<file path="src/rtl/cksel_pkg.sv">
package cksel_pkg;
  typedef enum logic [1:0] {
    SRC_HIOSC = 2'd0,
    SRC_MAIN  = 2'd1,
    SRC_SUB   = 2'd2
  } src_e;

  localparam int NSRC = 3;

  localparam logic [1:0] ADDR_MODE = 2'd0;
  localparam logic [1:0] ADDR_STAB = 2'd1;
  localparam logic [1:0] ADDR_STOP = 2'd2;
  localparam logic [1:0] ADDR_SEL  = 2'd3;
endpackage

</file>
<file path="src/rtl/cksel_regs.sv">
module cksel_regs
  import cksel_pkg::*;
#(
  parameter int DW   = 8,
  parameter int SELW = 3
) (
  input  logic            clk,
  input  logic            rst_n,
  input  logic            wr_en,
  input  logic [1:0]      wr_addr,
  input  logic [DW-1:0]   wr_data,
  input  src_e            cur_src,
  output logic            mode_main,
  output logic            mode_ext,
  output logic            mode_hi,
  output logic            mode_sub,
  output logic            locked,
  output logic [SELW-1:0] stab_sel,
  output logic            stop_main,
  output logic            stop_sub,
  output logic            sel_main,
  output logic            sel_sub
);
  logic [3:0]      mode_q, mode_d;
  logic            lock_q, lock_d;
  logic [SELW-1:0] ssel_q, ssel_d;
  logic [1:0]      stop_q, stop_d;
  logic [1:0]      csel_q, csel_d;

  always_comb begin
    mode_d = mode_q;
    lock_d = lock_q;
    ssel_d = ssel_q;
    stop_d = stop_q;
    csel_d = csel_q;
    if (wr_en) begin
      unique case (wr_addr)
        ADDR_MODE: if (!lock_q) begin
          mode_d = wr_data[3:0];
          lock_d = 1'b1;
        end
        ADDR_STAB: ssel_d = wr_data[SELW-1:0];
        ADDR_STOP: begin
          stop_d[0] = (cur_src == SRC_MAIN && wr_data[0]) ? stop_q[0] : wr_data[0];
          stop_d[1] = (cur_src == SRC_SUB  && wr_data[1]) ? stop_q[1] : wr_data[1];
        end
        default:   csel_d = wr_data[1:0];
      endcase
    end
  end

  always_ff @(posedge clk or negedge rst_n) begin
    if (!rst_n) begin
      mode_q <= '0;
      lock_q <= 1'b0;
      ssel_q <= '0;
      stop_q <= 2'b11;
      csel_q <= '0;
    end else begin
      mode_q <= mode_d;
      lock_q <= lock_d;
      ssel_q <= ssel_d;
      stop_q <= stop_d;
      csel_q <= csel_d;
    end
  end

  assign mode_main = mode_q[0];
  assign mode_ext  = mode_q[1];
  assign mode_hi   = mode_q[2];
  assign mode_sub  = mode_q[3];
  assign locked    = lock_q;
  assign stab_sel  = ssel_q;
  assign stop_main = stop_q[0];
  assign stop_sub  = stop_q[1];
  assign sel_main  = csel_q[0];
  assign sel_sub   = csel_q[1];
endmodule

</file>
<file path="src/rtl/cksel_stab.sv">
module cksel_stab #(
  parameter int NSTEP     = 8,
  parameter int STEP_LOG2 = 2
) (
  input  logic             clk,
  input  logic             rst_n,
  input  logic             osc_en,
  input  logic             osc_valid,
  input  logic             count_en,
  output logic [NSTEP-1:0] therm
);
  localparam logic [STEP_LOG2-1:0] PRE_LAST = {STEP_LOG2{1'b1}};

  logic [STEP_LOG2-1:0] pre_q, pre_d;
  logic [NSTEP-1:0]     th_q, th_d;
  logic                 tick;

  assign tick = osc_valid && count_en && !th_q[NSTEP-1];

  always_comb begin
    pre_d = pre_q;
    th_d  = th_q;
    if (!osc_en) begin
      pre_d = '0;
      th_d  = '0;
    end else if (tick) begin
      pre_d = pre_q + 1'b1;
      if (pre_q == PRE_LAST) th_d = {th_q[NSTEP-2:0], 1'b1};
    end
  end

  always_ff @(posedge clk or negedge rst_n) begin
    if (!rst_n) begin
      pre_q <= '0;
      th_q  <= '0;
    end else begin
      pre_q <= pre_d;
      th_q  <= th_d;
    end
  end

  assign therm = th_q;
endmodule

</file>
<file path="src/rtl/cksel_switch.sv">
module cksel_switch
  import cksel_pkg::*;
(
  input  logic            clk,
  input  logic            rst_n,
  input  src_e            tgt,
  input  logic            tgt_ready,
  output src_e            cur,
  output logic [NSRC-1:0] gate_en
);
  typedef enum logic {SW_RUN, SW_GAP} sw_e;

  sw_e  st_q, st_d;
  src_e cur_q, cur_d;
  src_e nxt_q, nxt_d;

  always_comb begin
    st_d  = st_q;
    cur_d = cur_q;
    nxt_d = nxt_q;
    if (st_q == SW_RUN) begin
      if (tgt != cur_q && tgt_ready) begin
        st_d  = SW_GAP;
        nxt_d = tgt;
      end
    end else begin
      cur_d = nxt_q;
      st_d  = SW_RUN;
    end
  end

  always_ff @(posedge clk or negedge rst_n) begin
    if (!rst_n) begin
      st_q  <= SW_RUN;
      cur_q <= SRC_HIOSC;
      nxt_q <= SRC_HIOSC;
    end else begin
      st_q  <= st_d;
      cur_q <= cur_d;
      nxt_q <= nxt_d;
    end
  end

  for (genvar gi = 0; gi < NSRC; gi++) begin : g_gate
    assign gate_en[gi] = (st_q == SW_RUN) && (cur_q == src_e'(gi));
  end

  assign cur = cur_q;
endmodule

</file>
<file path="src/rtl/cksel_ctrl.sv">
module cksel_ctrl
  import cksel_pkg::*;
#(
  parameter int NSTEP     = 8,
  parameter int STEP_LOG2 = 2
) (
  input  logic             clk,
  input  logic             rst_n,
  input  logic             wr_en,
  input  logic [1:0]       wr_addr,
  input  logic [7:0]       wr_data,
  input  logic             main_valid,
  input  logic             sub_valid,
  output logic             main_osc_en,
  output logic             sub_osc_en,
  output logic             xtal_hi_range,
  output logic [NSTEP-1:0] stab_status,
  output logic [1:0]       cur_src,
  output logic [2:0]       gate_en
);
  localparam int SELW = $clog2(NSTEP);

  logic            rst_m_n, rst_q_n;
  logic            mode_main, mode_ext, mode_hi, mode_sub, mode_locked;
  logic [SELW-1:0] stab_sel;
  logic            stop_main, stop_sub, sel_main, sel_sub;
  logic            main_ready, sub_ready, tgt_ready;
  src_e            tgt, cur;

  always_ff @(posedge clk or negedge rst_n) begin
    if (!rst_n) begin
      rst_m_n <= 1'b0;
      rst_q_n <= 1'b0;
    end else begin
      rst_m_n <= 1'b1;
      rst_q_n <= rst_m_n;
    end
  end

  cksel_regs #(.DW(8), .SELW(SELW)) u_regs (
    .clk(clk), .rst_n(rst_q_n), .wr_en(wr_en), .wr_addr(wr_addr),
    .wr_data(wr_data), .cur_src(cur),
    .mode_main(mode_main), .mode_ext(mode_ext), .mode_hi(mode_hi),
    .mode_sub(mode_sub), .locked(mode_locked), .stab_sel(stab_sel),
    .stop_main(stop_main), .stop_sub(stop_sub),
    .sel_main(sel_main), .sel_sub(sel_sub)
  );

  assign main_osc_en   = mode_main && !stop_main;
  assign sub_osc_en    = mode_sub && !stop_sub;
  assign xtal_hi_range = mode_hi;

  cksel_stab #(.NSTEP(NSTEP), .STEP_LOG2(STEP_LOG2)) u_stab (
    .clk(clk), .rst_n(rst_q_n), .osc_en(main_osc_en),
    .osc_valid(main_valid), .count_en(!mode_ext), .therm(stab_status)
  );

  assign main_ready = main_osc_en && main_valid && (mode_ext || stab_status[stab_sel]);
  assign sub_ready  = sub_osc_en && sub_valid;

  always_comb begin
    if (sel_sub) begin
      tgt = SRC_SUB;
      tgt_ready = sub_ready;
    end else if (sel_main) begin
      tgt = SRC_MAIN;
      tgt_ready = main_ready;
    end else begin
      tgt = SRC_HIOSC;
      tgt_ready = 1'b1;
    end
  end

  cksel_switch u_sw (
    .clk(clk), .rst_n(rst_q_n), .tgt(tgt), .tgt_ready(tgt_ready),
    .cur(cur), .gate_en(gate_en)
  );

  assign cur_src = cur;
endmodule

</file>
<file path="config.mk">
export PLATFORM = sky130hd
export DESIGN_NAME = cksel_ctrl
export DESIGN_NICKNAME = d
export VERILOG_FILES = /design/src/rtl/cksel_pkg.sv /design/src/rtl/cksel_regs.sv /design/src/rtl/cksel_stab.sv /design/src/rtl/cksel_switch.sv /design/src/rtl/cksel_ctrl.sv
export SDC_FILE = /design/constraint.sdc
export NUM_CORES = 1
export LEC_CHECK = 0
export BUFFER_PORTS_ARGS = -buffer_cell sky130_fd_sc_hd__buf_2
export CAP_MARGIN = 20
export CORE_AREA = 2 2 70 72
export DETAILED_ROUTE_END_ITERATION = 7
export DIE_AREA = 0 0 72 74
export GPL_TIMING_DRIVEN = 1
export HOLD_SLACK_MARGIN = 0.1
export SLEW_MARGIN = 10
export SYNTH_ARGS = -nofsm -noshare
export SYNTH_HDL_FRONTEND = slang
export SYNTH_SLANG_ARGS = --single-unit
</file>
<file path="constraint.sdc">
create_clock -name clk -period 0.9 [get_ports clk]
set_input_delay 0.045 -clock clk [delete_from_list [all_inputs] [get_ports clk]]
set_output_delay 0.045 -clock clk [all_outputs]
set_load 0.005 [all_outputs]
</file>
* After elaboration in Yosys (flattened, before gate mapping)
Cells that the tools add are included.
Storage, ports and cells: register bits 29, bits of input ports 15, output and inout bits 16, logic and storage cells 70
Operators by class: $add $sub $neg 1, $lt $le $gt $ge 1, equality and inequality tests 8, multiplexer cells 13, bitwise gates (word level) 5, reduce and logical (&&, ||, !) cells 29
Operators by type and width (count):
- 8-bit 2-to-1 mux | 3
- 1-bit logical AND | 13
- 2-bit AND reduction | 5
- 3-bit AND reduction | 3
- 2-bit == test, second input constant | 3
- 1-bit 2-to-1 mux | 6
- 2-bit 2-to-1 mux | 3
- 1-bit NOT | 5
- 2-bit by 1-bit == test with 1-bit output, second input constant | 2
- 1-bit zero test | 4
- 2-bit zero test | 2
- 3-bit by 4-bit less-than comparator with 1-bit output, second input constant | 1
- 2-bit by 1-bit inequality test with 1-bit output, second input constant | 2
- 1-bit binary-select mux with 3-bit select | 1
- 3-bit OR reduction | 1
- 2-bit by 1-bit adder with 2-bit output, second input constant | 1
- 2-bit inequality test | 1
- 1-bit logical OR | 1

* Depth between registers and ports, before layout
Gate-level depths: netlist of run 1.
depth in word-level cells 9, gate-level depth with buffers 5, depth with buffers taken out 4

* Cells and area by module
From an unflattened synthesis of run 1, not the netlist that was laid out.
Second synthesis, totals: cell total of the unflattened synthesis 109, area, all modules 1363.8 um2
Modules (own cells, without submodules):
- cksel_regs | times used 1, cells each 35, area an instance 519.2 um2, seq. area each 302.8 um2
- cksel_stab | times used 1, cells each 37, area an instance 444.2 um2, seq. area each 250.2 um2
- cksel_switch | times used 1, cells each 19, area an instance 234.0 um2, seq. area each 125.1 um2
- cksel_ctrl | times used 1, cells each 18, area an instance 166.4 um2, seq. area each 50.0 um2

* Worst setup path after synthesis of run 1
No wires, ideal clock.
path kind flip-flop to flip-flop, start reg u_regs.ssel_q[2] (netlist: u_regs.stab_sel[2]), end reg u_sw.nxt_q[1], library setup time 64 ps, arrival 1491 ps, data required time 836 ps, setup slack -655 ps, stages on the path, launching flop included 5, path buffers 0, period minus slack after synthesis 1555 ps, cells stage by stage dfrtp_1 > mux4_2 > and2_4 > o311ai_4 > a221o_2
Between the ends: cells in the longest elaborated chain, start to end 8
RTL lines:
- start, declared | line cksel_regs.sv:26 | logic [SELW-1:0] ssel_q, ssel_d;
- start signal, assigned | line cksel_regs.sv:62 | ssel_q <= ssel_d;
- 1-bit binary-select mux with 3-bit select | line cksel_ctrl.sv:58 | assign main_ready = main_osc_en && main_valid && (mode_ext || stab_status[stab_sel]);
- 1-bit 2-to-1 mux (not written as such) | line cksel_ctrl.sv:58
- 1-bit logical OR | line cksel_ctrl.sv:58
- 1-bit logical AND | line cksel_ctrl.sv:58
- 1-bit 2-to-1 mux | line cksel_ctrl.sv:65 | end else if (sel_main) begin
- 1-bit 2-to-1 mux | line cksel_ctrl.sv:62 | if (sel_sub) begin
- 1-bit logical AND | line cksel_switch.sv:22 | if (tgt != cur_q && tgt_ready) begin
- 2-bit AND reduction (no source line)
- end signal, assigned | line cksel_switch.sv:40 | nxt_q <= nxt_d;
- end, declared | line cksel_switch.sv:15 | src_e nxt_q, nxt_d;
Every way passes these cells. The select of a mux whose other input is x is not followed. A chain may end at the register's enable or synchronous reset.

* Worst setup path after layout of run 1
start reg u_regs.ssel_q[2] (netlist: u_regs.stab_sel[2]), end reg u_sw.nxt_q[0]
Same word-level chain as after synthesis.

==> results of run 1 <==
==> logic make-up after synthesis <==
family / after synthesis
other cells: 1
compound gates: 21
mux: 12
xor+xnor: 1
simple gates: 47
fa+ha+maj: 1
buf+inv: 8
flops: 29
==> area by class of cell <==
| cell class | count | area [um^2] |
|---|---|---|
| Clock buffer | 6 | 72.57 |
| Tap cell | 54 | 67.56 |
| Clock inverter | 2 | 35.03 |
| Inverter | 5 | 26.28 |
| Multi-Input combinational cell | 83 | 676.9 |
| Fill cell | 410 | 2347 |
| Sequential cell | 29 | 729.5 |
| Timing Repair Buffer | 71 | 643.1 |
==> metal layers <==
layer / track usage / vias to the layer above / wire length, um
met4: 0.06918 / 0 / 51
li1: - / 565 / -
met1: 0.1661 / 555 / 1439
met2: 0.2171 / 23 / 1635
met5: 0 / - / 0
met3: 0.04065 / 5 / 123
==> worst max-delay path by stage <==
stage                     cells after the start  slack [ns]               start             to
after global routing                          4       -0.71  u_regs.stab_sel[2]  u_sw.nxt_q[0]
after detailed placement                      4       -0.63  u_regs.stab_sel[2]  u_sw.nxt_q[0]
after floorplan                               4       -0.57  u_regs.stab_sel[2]  u_sw.nxt_q[1]
final                                         4       -0.65  u_regs.stab_sel[2]  u_sw.nxt_q[0]
after CTS                                     4       -0.62  u_regs.stab_sel[2]  u_sw.nxt_q[0]
after global placement                        4       -0.60  u_regs.stab_sel[2]  u_sw.nxt_q[1]
==> placed cells by master (no fill, tap or decap), drive strengths merged, types with 4 or more instances in the layout <==
cell type / count
a21oi: 10
and2: 4
buf: 65
clkbuf: 6
dfrtp: 27
dlygate4sd3: 6
inv: 5
mux2: 8
nand2: 17
nor2: 6
nor2b: 4
nor3: 5
o21ai: 5
==> power by group <==
part / switching (W) / internal [W] / leakage [nW]
sequential: 0.000186 / 0.00152 / 0.364
combinational: 0.000584 / 0.000896 / 0.600
clock: 0.000506 / 0.000820 / 0.0552
total: 0.00128 / 0.00324 / 1.02
==> flip-flops by register name, indices dropped and copies added, names as in the netlist <==
name and flops:
u_regs.mode_q 4, rst_q_n 1, u_sw.cur 2, u_regs.stop_q 2
rst_m_n 1, u_stab.pre_q 2, u_regs.locked 1, u_regs.stab_sel 3
u_regs.csel_q 2, u_stab.therm 8, u_sw.nxt_q 2, u_sw.st_q 1
==> what timing repair did <==
action	4_1_cts	5_1_grt
resized for setup	48	20
setup endpoints to repair	35	38
gates cloned	0	0
hold buffers	6	0
setup buffers	9	4
pin swaps	7	10
hold endpoints to repair	13	0
==> critical path, delay by kind of cell, from the launching register on <==
family	cells	cell delay, ns
multiplexers	1	0.51
flip-flops	1	0.39
AND/OR/NAND/NOR	1	0.16
AO/OA/AOI/OAI	2	0.36
==> stage by stage <==
step	hold slack, ns	cells	setup WS [ns]	setup TNS [ns]	total power [W]
floorplan	-0.2506	120	-0.5701	-6.114	0.002214
detailed placement	-0.1672	228	-0.6306	-8.313	0.002764
CTS	0.1404	247	-0.6244	-8.206	0.004454
global route	0.1620	250	-0.7120	-10.31	0.004754
global placement	-0.1686	228	-0.6047	-7.819	0.002735
finish	0.1511	250	-0.6489	-8.579	0.004512
==> cell usage after synthesis <==
| cell | number | share of area |
|---|---|---|
| dfrtp_1 | 27 | 0.51 |
| nand2_1 | 17 | 0.049 |
| a21oi_1 | 10 | 0.038 |
| mux2_2 | 8 | 0.069 |
| nor2_1 | 6 | 0.017 |
| inv_1 | 5 | 0.014 |
| nor3_1 | 5 | 0.019 |
| o21ai_0 | 5 | 0.019 |
| nor2b_1 | 4 | 0.019 |
| and2_1 | 3 | 0.014 |
| mux2i_1 | 3 | 0.023 |
| nand3b_1 | 3 | 0.017 |
| clkbuf_1 | 2 | 0.0057 |
| dfstp_2 | 2 | 0.040 |
| nor3b_1 | 2 | 0.011 |
| o22a_1 | 2 | 0.013 |
| a211oi_1 | 1 | 0.0057 |
| a221o_2 | 1 | 0.0086 |
| a221oi_1 | 1 | 0.0067 |
| and2_4 | 1 | 0.0067 |
| and3_1 | 1 | 0.0048 |
| and3b_1 | 1 | 0.0067 |
| buf_2 | 1 | 0.0038 |
| conb_1 | 1 | 0.0029 |
| ha_1 | 1 | 0.0095 |
| mux4_2 | 1 | 0.017 |
| nand2b_1 | 1 | 0.0048 |
| nand3_1 | 1 | 0.0038 |
| o311ai_4 | 1 | 0.020 |
| or2_2 | 1 | 0.0048 |
| or2b_1 | 1 | 0.0057 |
| xnor2_1 | 1 | 0.0067 |
==> impl_metrics.env, run 1 <==
export IMPL_p_leak_nw=1.019
export IMPL_crit_chain="mux4_2, and2_4, o311ai_4, a211oi_1"
export IMPL_grt_usage=0.1350
export IMPL_vdd_ir_drop_max_v=0.001088
export IMPL_crit_slowest_cell="mux4_2"
export IMPL_end_kind="register"
export IMPL_maxCapViolCount=0
export IMPL_gp_congestion=0.8162
export IMPL_antenna_found_initial=0
export IMPL_place_hpwl_um=2117
export IMPL_r2r_setup_slack_ns=-0.65
export IMPL_hold_start="main_valid"
export IMPL_start_util=0.2860
export IMPL_rsz0062_at_grt="yes"
export IMPL_fin_util=0.4895
export IMPL_synth_compound_area_frac=0.1113
export IMPL_holdCritPathClass="in -> reg"
export IMPL_final_hold_violation_count=0
export IMPL_min_to="u_sw.st_q"
export IMPL_synth_area_per_cell_um2=10.96
export IMPL_clock_fmax_mhz=645.6
export IMPL_start_kind="register"
export IMPL_fin_skew_ns=0.01028
export IMPL_synth_adder_area_share=0.009515
export IMPL_core_area_um2=4598
export IMPL_finalSetupViolCount=36
export IMPL_violations="setup timing"
export IMPL_finalNetCount=211
export IMPL_htreeDepth=2
export IMPL_clock_latency_ns=0.29
export IMPL_syn_num_nets=136
export IMPL_crit_arrival_ns=1.71
export IMPL_rows=25
export IMPL_required_ns=1.06
export IMPL_rr_endpoint="u_sw.nxt_q[0]"
export IMPL_first_iter_violations=43
export IMPL_dpl_cell_area_um2=1770
export IMPL_final_setup_worst_slack_ns=-0.6489
export IMPL_numPortBuffers=26
export IMPL_cts_buffer_depth=2
export IMPL_die_area_um2=5328
export IMPL_clock_sinks=29
export IMPL_status="finished with violations"
export IMPL_ys_warnings_count=0
export IMPL_antennaDiodeCount=0
export IMPL_dr_pass1_iters=4
export IMPL_cts_buffers=5
export IMPL_slowest_delay_ns=0.51
export IMPL_cts_tree="done"
export IMPL_via_per_inst=4.592
export IMPL_synthSimpleGateAreaFrac=0.1836
export IMPL_grt_max_degree=28
export IMPL_fin_crit_ns=1.549
export IMPL_cp_max_fo=3
export IMPL_muxShareOfSynthArea=0.1085
export IMPL_grt_pass1_vias=1151
export IMPL_worstSetupPathType="reg -> reg"
export IMPL_syn2layout_area_growth_pct=71.17
export IMPL_via_count=1148
export IMPL_grt_pass1_wl_um=5319
export IMPL_ioPinCount=31
export IMPL_routedWlPerCell_um=13.00
export IMPL_power_density_nw_per_um2=2005
export IMPL_post_route_drc_count=0
export IMPL_r2r_cells=4
export IMPL_ant_nets=0
export IMPL_r2r_start="u_regs.stab_sel[2]"
export IMPL_synth_area_um2=1315
export IMPL_drt_wl_total_um=3250
export IMPL_drive_gt1_frac=0.5816
export IMPL_die_h_um=74
export IMPL_path_clk_slew_ns=0.07
export IMPL_ys_seq_area_frac=0.5538
export IMPL_synth_cell_types=32
export IMPL_syn_inst=120
export IMPL_ys_ff_latch=29
export IMPL_holdPathStages=4
export IMPL_synth_top_family_by_area="simple AND/OR/NAND/NOR gates"
export IMPL_cts_root_buf="clkbuf_8"
export IMPL_grt_ovfl_total=0
export IMPL_die_w_um=72
export IMPL_synth_xor_area_share=0.006660
export IMPL_post_route_period_util=1.721
export IMPL_final_area_um2=2251
export IMPL_drv_slew=0
No activity file was read; power rests on OpenSTA's default activity.
==> inputs of run 2 (changes only) <==
CORE_AREA = 2 2 58 60   (was 2 2 70 72)
DIE_AREA = 0 0 60 62   (was 0 0 72 74)
PLACE_DENSITY = 0.66   (was default)
clock period = 1.53 ns   (was 0.9 ns; I/O delays follow)
==> impl_metrics.env, run 2 (synthesized netlist as in run 1, its figures left out) <==
export IMPL_rr_endpoint="u_sw.nxt_q[1]"
export IMPL_grt_ovfl_total=0
export IMPL_post_route_period_util=1.046
export IMPL_drv_slew=0
export IMPL_status="finished with violations"
export IMPL_drt_wl_total_um=2723
export IMPL_pwr_share_clk=0.294
export IMPL_die_w_um=60
export IMPL_r2r_cells=4
export IMPL_violations="setup timing"
export IMPL_final_hold_violation_count=0
export IMPL_die_h_um=62
export IMPL_path_clk_slew_ns=0.09
export IMPL_cts_buffer_depth=2
export IMPL_via_per_inst=4.849
export IMPL_clock_sinks=29
export IMPL_numPortBuffers=26
export IMPL_final_cell_mix="27 x dfrtp_1, 26 x buf_2, 17 x nand2_1"
export IMPL_p_sw_frac=0.2783
export IMPL_required_ns=1.79
export IMPL_fin_total_pwr_w=0.002219
export IMPL_holdCritPathClass="in -> reg"
export IMPL_worstSetupPathType="reg -> reg"
export IMPL_start_kind="register"
export IMPL_fillers=282
export IMPL_layout_cells_most_common="dfrtp_1"
export IMPL_fin_skew_ns=0.01029
export IMPL_die_area_um2=3720
export IMPL_combPwrFrac=0.259
export IMPL_finalNetCount=188
export IMPL_power_frac_seq=0.447
export IMPL_final_setup_worst_slack_ns=-0.07049
export IMPL_final_area_um2=1777
export IMPL_rows=21
export IMPL_cp_max_fo=4
export IMPL_place_hpwl_um=2054
export IMPL_dr_pass1_iters=4
export IMPL_post_route_drc_count=0
export IMPL_core_area_um2=3179
export IMPL_finalSetupViolCount=3
export IMPL_p_leak_nw=0.8283
export IMPL_cts_tree="done"
export IMPL_routedWlPerCell_um=12.43
export IMPL_cts_buffers=5
export IMPL_p_int_w=0.001601
export IMPL_dpl_cell_area_um2=1608
export IMPL_cp_startpoint="u_regs.stab_sel[2]"
export IMPL_htreeDepth=2
export IMPL_ioPinCount=31
export IMPL_ant_nets=0
export IMPL_crit_slowest_cell="mux4_2"
export IMPL_start_util=0.4136
export IMPL_grt_pass1_vias=989
export IMPL_via_count=1062
export IMPL_rsz0062_at_grt="yes"
export IMPL_gp_congestion=0.7857
export IMPL_clock_fmax_mhz=624.8
export IMPL_hold_worst_slack_ns=0.1573
export IMPL_r2r_start="u_regs.stab_sel[2]"
export IMPL_largest_register_ffs=8
export IMPL_drive_gt1_frac=0.3757
export IMPL_regArea_um2=728.2
export IMPL_syn2layout_area_growth_pct=35.11
export IMPL_grt_pass1_wl_um=4360
export IMPL_p_sw_w=0.0006175
export IMPL_vdd_ir_drop_max_v=0.0007255
export IMPL_first_iter_violations=45
export IMPL_grt_max_degree=18
export IMPL_slowest_delay_ns=0.51
export IMPL_multiInputGateArea_um2=561.8
export IMPL_fin_crit_ns=1.600
export IMPL_crit_chain="mux4_2, and2_4, o311ai_4, a221o_2"
export IMPL_clock_latency_ns=0.33
export IMPL_grt_usage=0.1655
export IMPL_r2r_setup_slack_ns=-0.07
export IMPL_cts_root_buf="clkbuf_4"
export IMPL_place_ws_ns=-0.06343
export IMPL_setup_worst_path_end="u_sw.nxt_q[1]"
export IMPL_tns_ns=-0.1725
export IMPL_end_kind="register"
export IMPL_antennaDiodeCount=0
export IMPL_maxCapViolCount=0
export IMPL_crit_arrival_ns=1.86
export IMPL_antenna_found_initial=0
export IMPL_power_density_nw_per_um2=1249
[run 2: cell count changes in the layout (fill, tap and decap cells not counted), sizes merged]
cell / previous run / this run
clkinv: 1 / 0
buf: 65 / 41
clkbuf: 6 / 7
dlygate4sd3: 6 / 7
[run 2: final cells by class]
class,count,area share
clock inverter,1,0.01690
tap,46,0.03239
multi-input combinational,83,0.3162
sequential,29,0.4099
inverter,5,0.01056
timing repair buffer,48,0.1831
clock buffer,7,0.03099
[run 2: worst min path at each step]
stage	startpoint	end	slack, ns	cells after the start
CTS	wr_addr[1]	u_regs.csel_q[1]	0.15	3
floorplan	rst_n	rst_m_n	-0.22	0
global placement	rst_n	rst_m_n	-0.14	1
detailed placement	rst_n	rst_m_n	-0.14	1
finish	wr_addr[1]	u_regs.csel_q[0]	0.16	3
global route	wr_addr[1]	u_regs.csel_q[1]	0.16	3
[run 2: power groups by stage]
stage	combinational, W	sequential [W]	clock (W)
final	0.000575	0.000992	0.000652
after global routing	0.000640	0.00101	0.000712
after CTS	0.000568	0.000987	0.000674
after detailed placement	0.000551	0.00100	0
after global placement	0.000518	0.000994	0
after floorplan	0.000293	0.000989	0
[run 2: what timing repair did]
| action | 4_1_cts | 5_1_grt |
|---|---|---|
| resized for setup | 1 | 3 |
| setup endpoints to repair | 3 | 11 |
| buffers inserted | 0 | 1 |
| hold endpoints to repair | 15 | 0 |
| hold buffers | 7 | 0 |
[run 2: metrics by stage]
stage / std cells / util
after CTS: 218 / 0.5545
after global routing: 219 / 0.5588
after global placement: 203 / 0.5057
after detailed placement: 203 / 0.5057
final: 219 / 0.5588
after floorplan: 120 / -
[run 2: critical path: cells and delay by family, from the launching register on]
family,cells,cell delay (ns)
and+or+nand+nor,1,0.17
muxes,1,0.51
AOI/OAI and AO/OA,2,0.44
DFF,1,0.42
[run 2: metal layers]
layer / vias to the layer above / wire, um / share of wire / track usage
met4: 0 / 48 / 0.018 / 0.06667
li1: 518 / - / - / -
met3: 6 / 88 / 0.032 / 0.06832
met2: 15 / 1467 / 0.54 / 0.2873
met5: - / 0 / 0 / 0
met1: 523 / 1118 / 0.41 / 0.1804
==> inputs of run 3 (changes only) <==
CAP_MARGIN = default   (was 20)
CTS_BUF_LIST = sky130_fd_sc_hd__clkbuf_8   (was default)
SKIP_LAST_GASP = 1   (was default)
==> impl_metrics.env, run 3 (synthesized netlist as in run 1, its figures left out) <==
export IMPL_grt_pass1_vias=994
export IMPL_maxCapViolCount=0
export IMPL_cp_startpoint="u_regs.stab_sel[2]"
export IMPL_start_kind="register"
export IMPL_p_leak_nw=0.8454
export IMPL_dr_pass1_iters=4
export IMPL_power_density_nw_per_um2=1308
export IMPL_end_kind="register"
export IMPL_fin_total_pwr_w=0.002365
export IMPL_path_clk_slew_ns=0.06
export IMPL_drv_slew=0
export IMPL_worstSetupPathType="reg -> reg"
export IMPL_via_count=1067
export IMPL_antennaDiodeCount=0
export IMPL_finalNetCount=188
export IMPL_drt_wl_total_um=2636
export IMPL_die_area_um2=3720
export IMPL_holdCritPathClass="reg -> async"
export IMPL_dpl_cell_area_um2=1608
export IMPL_ioPinCount=31
export IMPL_cts_buffers=5
export IMPL_finalSetupViolCount=3
export IMPL_cp_max_fo=4
export IMPL_clock_fmax_mhz=629.3
export IMPL_grt_ovfl_total=0
export IMPL_die_w_um=60
export IMPL_rsz0062_at_grt="yes"
export IMPL_post_route_drc_count=0
export IMPL_numPortBuffers=26
export IMPL_final_setup_worst_slack_ns=-0.05915
export IMPL_via_per_inst=4.872
export IMPL_antenna_found_initial=0
export IMPL_final_cell_mix="27 x dfrtp_1, 26 x buf_2, 17 x nand2_1"
export IMPL_layout_cells_most_common="dfrtp_1"
export IMPL_final_hold_violation_count=0
export IMPL_vdd_ir_drop_max_v=0.0006800
export IMPL_first_iter_violations=33
export IMPL_post_route_period_util=1.039
export IMPL_grt_pass1_wl_um=4284
export IMPL_htreeDepth=2
export IMPL_required_ns=1.74
export IMPL_cts_root_buf="clkbuf_8"
export IMPL_drive_gt1_frac=0.3757
export IMPL_grt_max_degree=18
export IMPL_gp_congestion=0.7857
export IMPL_clock_sinks=29
export IMPL_final_area_um2=1808
export IMPL_fin_crit_ns=1.589
export IMPL_start_util=0.4136
export IMPL_core_area_um2=3179
export IMPL_crit_arrival_ns=1.80
export IMPL_rows=21
export IMPL_largest_register_ffs=8
export IMPL_fin_skew_ns=0.006006
export IMPL_cts_buffer_depth=2
export IMPL_clock_latency_ns=0.27
export IMPL_syn2layout_area_growth_pct=37.49
export IMPL_grt_usage=0.1606
export IMPL_status="finished with violations"
export IMPL_die_h_um=62
export IMPL_ant_nets=0
export IMPL_r2r_start="u_regs.stab_sel[2]"
export IMPL_violations="setup timing"
export IMPL_cts_tree="done"
export IMPL_place_hpwl_um=2054
export IMPL_routedWlPerCell_um=12.04
## run 3: power by group
group | switching [W] | internal (W)
Combinational | 0.000253 | 0.000322
Clock | 0.000275 | 0.000523
Sequential | 0.000101 | 0.000891
## run 3: routing by layer
layer,share of wire,wire length (um),GRT usage
met1,0.41,1079,0.1751
met2,0.55,1438,0.2811
met3,0.026,69,0.04348
met4,0.018,48,0.09524
met5,0,0,0
## run 3: worst paths after layout
check                                   endpoint  slack [ns]  cells after the start
worst min register to register   u_stab.pre_q[0]        0.20                      0
max in group asynchronous                rst_q_n        0.78                      3
min in group clk                u_regs.csel_q[0]        0.21                      3
worst max register to register     u_sw.nxt_q[1]       -0.06                      4
worst max-delay path               u_sw.nxt_q[1]       -0.06                      4
worst min-delay path             u_stab.pre_q[0]        0.20                      0
## run 3: critical path: stages, from the launching register on
cell and delay (ns):
dfrtp_1 0.40, mux4_2 0.51, and2_4 0.17, o311ai_4 0.24
a221o_2 0.20
## run 3: per-stage QoR
step	hold slack (ns)	utilization	setup WS (ns)	cells	setup TNS (ns)
2_1_floorplan	-0.2191	-	0.01618	120	0
3_3_place_gp	-0.1383	0.5057	0.00002964	203	0
3_5_place_dp	-0.1375	0.5057	-0.06343	203	-0.1184
4_1_cts	0.2101	0.5643	-0.06401	218	-0.1623
5_1_grt	0.2303	0.5687	-0.1431	219	-0.3941
6_report	0.2044	0.5687	-0.05915	219	-0.1416
## run 3: final cells by class
cell class,count,area [um^2]
flip-flops and latches,29,728.2
well taps,46,57.56
fillers,278,1371
clock inverters,2,33.78
clock buffers,6,82.58
repair buffers,48,325.3
multi-input cells,83,561.8
inverters,5,18.77
## run 3: timing repair
| action | CTS | global route |
|---|---|---|
| resized for setup | 1 | 3 |
| setup endpoints to repair | 3 | 11 |
| hold endpoints to repair | 14 | 0 |
| setup buffers | 0 | 1 |
| hold buffers | 7 | 0 |
